--- src/rtl/pwm_pkg.sv ---
package pwm_pkg;
    localparam int BUS_W     = 8;
    localparam int DUTY_W    = 10;
    localparam int FREQ_W    = 4;
    localparam int DIV_BASE  = 32;
    localparam int PRE_W     = $clog2(DIV_BASE);
    localparam int LO_W      = 8;
    localparam int HI_DUTY_W = DUTY_W - LO_W;
    localparam int FREQ_LSB  = 4;

    typedef struct packed {
        logic [FREQ_W-1:0] freq;
        logic [DUTY_W-1:0] duty;
    } ch_cfg_t;
endpackage

--- src/rtl/pwm_regs.sv ---
module pwm_regs
    import pwm_pkg::*;
#(
    parameter int NCH = 3,
    parameter int AW  = 3
) (
    input  logic                  clk,
    input  logic                  rst_n,
    input  logic                  wr_en,
    input  logic [AW-1:0]         addr,
    input  logic [BUS_W-1:0]      wdata,
    output logic [BUS_W-1:0]      rdata,
    output ch_cfg_t [NCH-1:0]     cfg,
    output logic [NCH-1:0]        en
);
    localparam int EN_ADDR = 2 * NCH;

    typedef struct packed {
        ch_cfg_t [NCH-1:0] cfg;
        logic [NCH-1:0]    en;
    } regs_t;

    regs_t r_d, r_q;

    always_comb begin
        r_d = r_q;
        if (wr_en) begin
            for (int i = 0; i < NCH; i++) begin
                if (int'(addr) == 2 * i) begin
                    r_d.cfg[i].duty[LO_W-1:0] = wdata;
                end
                if (int'(addr) == 2 * i + 1) begin
                    r_d.cfg[i].duty[DUTY_W-1:LO_W] = wdata[HI_DUTY_W-1:0];
                    r_d.cfg[i].freq = wdata[FREQ_LSB +: FREQ_W];
                end
            end
            if (int'(addr) == EN_ADDR) begin
                r_d.en = wdata[NCH-1:0];
            end
        end
    end

    always_ff @(posedge clk or negedge rst_n) begin
        if (!rst_n) begin
            r_q <= '0;
        end else begin
            r_q <= r_d;
        end
    end

    always_comb begin
        rdata = '0;
        for (int i = 0; i < NCH; i++) begin
            if (int'(addr) == 2 * i) begin
                rdata = r_q.cfg[i].duty[LO_W-1:0];
            end
            if (int'(addr) == 2 * i + 1) begin
                rdata[HI_DUTY_W-1:0]       = r_q.cfg[i].duty[DUTY_W-1:LO_W];
                rdata[FREQ_LSB +: FREQ_W]  = r_q.cfg[i].freq;
            end
        end
        if (int'(addr) == EN_ADDR) begin
            rdata[NCH-1:0] = r_q.en;
        end
    end

    assign cfg = r_q.cfg;
    assign en  = r_q.en;
endmodule

--- src/rtl/pwm_chan.sv ---
module pwm_chan
    import pwm_pkg::*;
(
    input  logic    clk,
    input  logic    rst_n,
    input  logic    en,
    input  ch_cfg_t cfg_in,
    output logic    pwm_o
);
    typedef struct packed {
        logic              run;
        logic [PRE_W-1:0]  pre;
        logic [DUTY_W-1:0] qcnt;
        ch_cfg_t           act;
    } chan_st_t;

    chan_st_t s_d, s_q;
    logic [PRE_W-1:0] last_pre;

    assign last_pre = PRE_W'(DIV_BASE - 1) - PRE_W'(s_q.act.freq);

    always_comb begin
        s_d = s_q;
        if (!en) begin
            s_d = '0;
        end else if (!s_q.run) begin
            s_d.run  = 1'b1;
            s_d.pre  = '0;
            s_d.qcnt = '0;
            s_d.act  = cfg_in;
        end else if (s_q.pre == last_pre) begin
            s_d.pre = '0;
            if (s_q.qcnt == '1) begin
                s_d.qcnt = '0;
                s_d.act  = cfg_in;
            end else begin
                s_d.qcnt = s_q.qcnt + 1'b1;
            end
        end else begin
            s_d.pre = s_q.pre + 1'b1;
        end
    end

    always_ff @(posedge clk or negedge rst_n) begin
        if (!rst_n) begin
            s_q <= '0;
        end else begin
            s_q <= s_d;
        end
    end

    assign pwm_o = s_q.run && (s_q.qcnt <= s_q.act.duty);
endmodule

--- src/rtl/pwm_bank_top.sv ---
module pwm_bank_top
    import pwm_pkg::*;
#(
    parameter int NCH = 3,
    parameter int AW  = 3
) (
    input  logic              clk,
    input  logic              rst_n,
    input  logic              bus_wr,
    input  logic [AW-1:0]     bus_addr,
    input  logic [BUS_W-1:0]  bus_wdata,
    output logic [BUS_W-1:0]  bus_rdata,
    output logic [NCH-1:0]    pwm_out
);
    ch_cfg_t [NCH-1:0] cfg_vec;
    logic [NCH-1:0]    en_vec;

    pwm_regs #(.NCH(NCH), .AW(AW)) u_regs (
        .clk   (clk),
        .rst_n (rst_n),
        .wr_en (bus_wr),
        .addr  (bus_addr),
        .wdata (bus_wdata),
        .rdata (bus_rdata),
        .cfg   (cfg_vec),
        .en    (en_vec)
    );

    for (genvar g = 0; g < NCH; g++) begin : g_chan
        pwm_chan u_chan (
            .clk    (clk),
            .rst_n  (rst_n),
            .en     (en_vec[g]),
            .cfg_in (cfg_vec[g]),
            .pwm_o  (pwm_out[g])
        );
    end
endmodule

--- config.mk ---
export PLATFORM = sky130hd
export DESIGN_NAME = pwm_bank_top
export DESIGN_NICKNAME = d
export VERILOG_FILES = /design/src/rtl/pwm_pkg.sv /design/src/rtl/pwm_regs.sv /design/src/rtl/pwm_chan.sv /design/src/rtl/pwm_bank_top.sv
export SDC_FILE = /design/constraint.sdc
export NUM_CORES = 1
export LEC_CHECK = 0
export CORE_ASPECT_RATIO = 0.8
export CORE_UTILIZATION = 45
export DETAILED_ROUTE_END_ITERATION = 8
export PLACE_DENSITY_LB_ADDON = 0.08
export SLEW_MARGIN = 20
export SYNTH_ARGS = -nofsm -noshare
export SYNTH_HDL_FRONTEND = slang
export SYNTH_HIERARCHICAL = 1
export SYNTH_SLANG_ARGS = --single-unit
--- constraint.sdc ---
create_clock -name clk -period 3.8 [get_ports clk]
set_input_delay 0.76 -clock clk [delete_from_list [all_inputs] [get_ports clk]]
set_output_delay 0.76 -clock clk [all_outputs]
set_load 0.1 [all_outputs]
==> results by group <==
Run status
  – Status: finished clean

Drt
  – 1st-iter DRT viols: 249
  – DRC: 0
  – DR vias: 5,145
  – Routed wire length: 16,300 um
  – Via-to-Cell Ratio: 5.42
  – First-pass DRT Iterations: 5
  – Routed len/inst: 17.2 um
  – Antenna-violating nets left: 0

Clock network
  – Cts-stage hold buffer count: 0
  – CTS HTree Levels: 4
  – Worst skew pair latency: 0.43 ns
  – TritonCTS Buffers: 17
  – CTS tree: done
  – Clk root buf: clkbuf_16
  – CTS Buffer Depth: 2
  – Post-cts sizing count: 0
  – Worst-path clk slew: 0.06 ns
  – Postcts setup bufs: 0
  – CTS sink count: 135

STA
  – Hold Violations, Final: 0
  – FMAX: 311 MHz
  – Final Cycle Share: 0.846
  – Final setup vio count: 0
  – Total negative setup slack: 0 ns
  – Skew final: 0.00914 ns
  – RSZ-0062 raised after global routing: false
  – Slew @ Worst Pin: 0.781 ns
  – Final max-slew violation count: 0
  – Post-route minimum period: 3.22 ns
  – Slew HR: 0.480

Yosys
  – Synth Area in Compound Gates: 0.113
  – #FFs+latches synth: 135
  – Syn Std Cell Area: 7160 um^2
  – Leading area contributor after synthesis: dfrtp_1
  – Adder-cell share of the synthesized area: 0.0629
  – Syn Inst Count: 700
  – Mux contribution to synthesized area: 0.0995
  – Dominant cells by area after synthesis: dfrtp_1 47%, mux2_2 7.2%, ha_1 6.3%, nand2_1 5.6%, o21ai_0 4.0%
  – Sequential area share after synthesis: 0.472
  – Netlist cell types: 46
  – Main combinational cell family by area after synthesis: simple AND/OR/NAND/NOR gates
  – Post-Synth XOR/XNOR Area: 0.0440
  – YS warnings: 6
  – Share of the synthesized area in the top cell type: 0.472
  – Post-Synth Simple-Gate Area: 0.169
  – Mapped Nets: 750
  – Post-Syn Area per Cell: 10.2 um^2

Worst setup path
  – Startpoint types: primary input
  – RR Endpoint: g_chan[0].u_chan/s_q[0]
  – Crit end category: output pin
  – Worst R2R Start: g_chan[0].u_chan/s_q[15]
  – Max incr delay on CP: 0.82 ns
  – CP top delay family: buffers and inverters
  – Cells on worst reg2reg path: 6
  – CP Class: primary input to output pin
  – CP arrival: 2.46 ns
  – Slack of the worst reg-to-reg path: 1.89 ns
  – Worst-path cell chain: clkdlybuf4s50_1 > mux2i_1 > o211a_1 > a211oi_2 > buf_12
  – Crit-path slowest cell: clkdlybuf4s50_1
  – Worst path bufs/invs: 2
  – Worst endpoint required time: 3.04 ns
  – Crit Path Max Fanout: 14

Placed design
  – Number of port buffers: 24
  – Hpwl dp: 11,700 um
  – Cell Area, Placed: 7730 um^2
  – Gpl congestion: 0.865

Final layout
  – Nets: 777
  – Final Cell Area: 8380 um^2
  – Most frequent cells in the layout: 135 x dfrtp_1, 106 x nand2_1, 57 x o21ai_0
  – Layout cells sized above 1: 0.168
  – Commonest non-fill, non-tap cell in the layout: dfrtp_1
  – Diode count: 0
  – Syn-to-layout area delta: 17.0%

Worst hold path
  – Min-Delay Path Class: primary input to async pin

Floorplan
  – Die H: 115 um
  – Full die area: 16,400 um^2
  – Initial Util: 0.469
  – Chip width: 143 um
  – # IOs: 25
  – Floorplan row count: 40
  – Core ar.: 15,300 um^2

Power and ir drop
  – Leakage: 0.00374 uW
  – Power per cell area: 575 nW/um^2
  – VDD IR max: 0.314 mV

Global routing
  – Antenna violations before repair: 0
  – GRT overflow: 0
  – Vias in the first global route: 5,285
  – Pin count of the biggest net entering global routing: 83
  – GRT Util Overall: 0.224
  – First-pass GRT wire length: 27,700 um

Flow run
  – Max-Cap Viols: 0
==> Yosys cell counts (all sizes together) <==
cell     instances
or2              1
and4             6
or3             12
o211ai           1
nand3           27
a221oi           4
xor2            21
nand2          106
inv             42
nor4             3
o211a            1
ha              36
nand2b           2
and2             6
o31ai            6
mux2            46
a21boi           6
nor2b            2
a211oi           1
mux2i           15
nand3b           3
nor3b            1
o311ai           3
o21a             9
o21ai           57
nand4           15
buf             11
a31oi            3
nor3             5
xnor2           15
clkbuf          12
a21o            15
and3            12
nand4b           2
a41o             3
o22ai            1
mux4             2
dfrtp          135
a21oi           18
nor2            33
a2111oi          1
==> worst register-to-register path: cells and delay by family (launching register included) <==
kind	cells	cell delay, ns
simple gates	3	0.78
fa+ha+maj	1	0.23
flops	1	0.39
compound gates	2	0.37
==> sequential cells by signal (all words and copies together), names as in the netlist <==
name,flops
u_regs/cfg,42
u_regs/en,3
g_chan.u_chan/s_q,90
==> logic make-up (layout without fill, tap and decap cells) <==
| kind of cell | after synthesis | in the layout |
|---|---|---|
| muxes | 63 | 63 |
| buffers and inverters | 65 | 105 |
| AOI/OAI and AO/OA | 129 | 129 |
| and+or+nand+nor | 236 | 236 |
| adders and majority gates | 36 | 36 |
| xor gates and xnor gates | 36 | 36 |
| DFF | 135 | 135 |
==> worst max path at each step <==
stage	start	end	slack (ns)	cells after the start
floorplan	bus_addr[1]	bus_rdata[3]	0.37	6
global placement	bus_addr[1]	bus_rdata[2]	0.62	5
detailed placement	bus_addr[1]	bus_rdata[2]	0.60	5
CTS	bus_addr[1]	bus_rdata[2]	0.60	5
global route	bus_addr[0]	bus_rdata[0]	0.48	6
finish	bus_addr[2]	bus_rdata[0]	0.58	5
==> routing by layer <==
layer  GRT usage  vias to the layer above  share of wire
met1       0.320                     2522           0.51
met2       0.329                      103           0.44
met4      0.0659                        0          0.010
met5           0                        -              0
met3      0.0650                       14          0.044
li1            -                     2506              -
==> power by group <==
group          switching (uW)  internal, uW  leakage [uW]
registers                 221          1690       0.00176
clock network             681          1070      0.000306
logic                     717           444       0.00167
==> metrics by stage <==
stage	hold WS, ns	util	setup slack, ns	power (uW)	instances
floorplan	0.382	-	0.370	2700	700
global placement	0.464	0.507	0.618	3050	918
detailed placement	0.473	0.507	0.600	3090	918
CTS	0.416	0.548	0.602	4860	950
global route	0.447	0.549	0.479	5090	950
finish	0.390	0.549	0.584	4820	950
==> cell type report <==
type	count	area (um^2)
clock buffers	18	439
clock inverters	14	186
fillers	1355	6880
inverters	42	158
multi-input cells	500	3560
well taps	210	263
flip-flops and latches	135	3380
repair buffers	31	392
(Power assumes the default switching activity.)
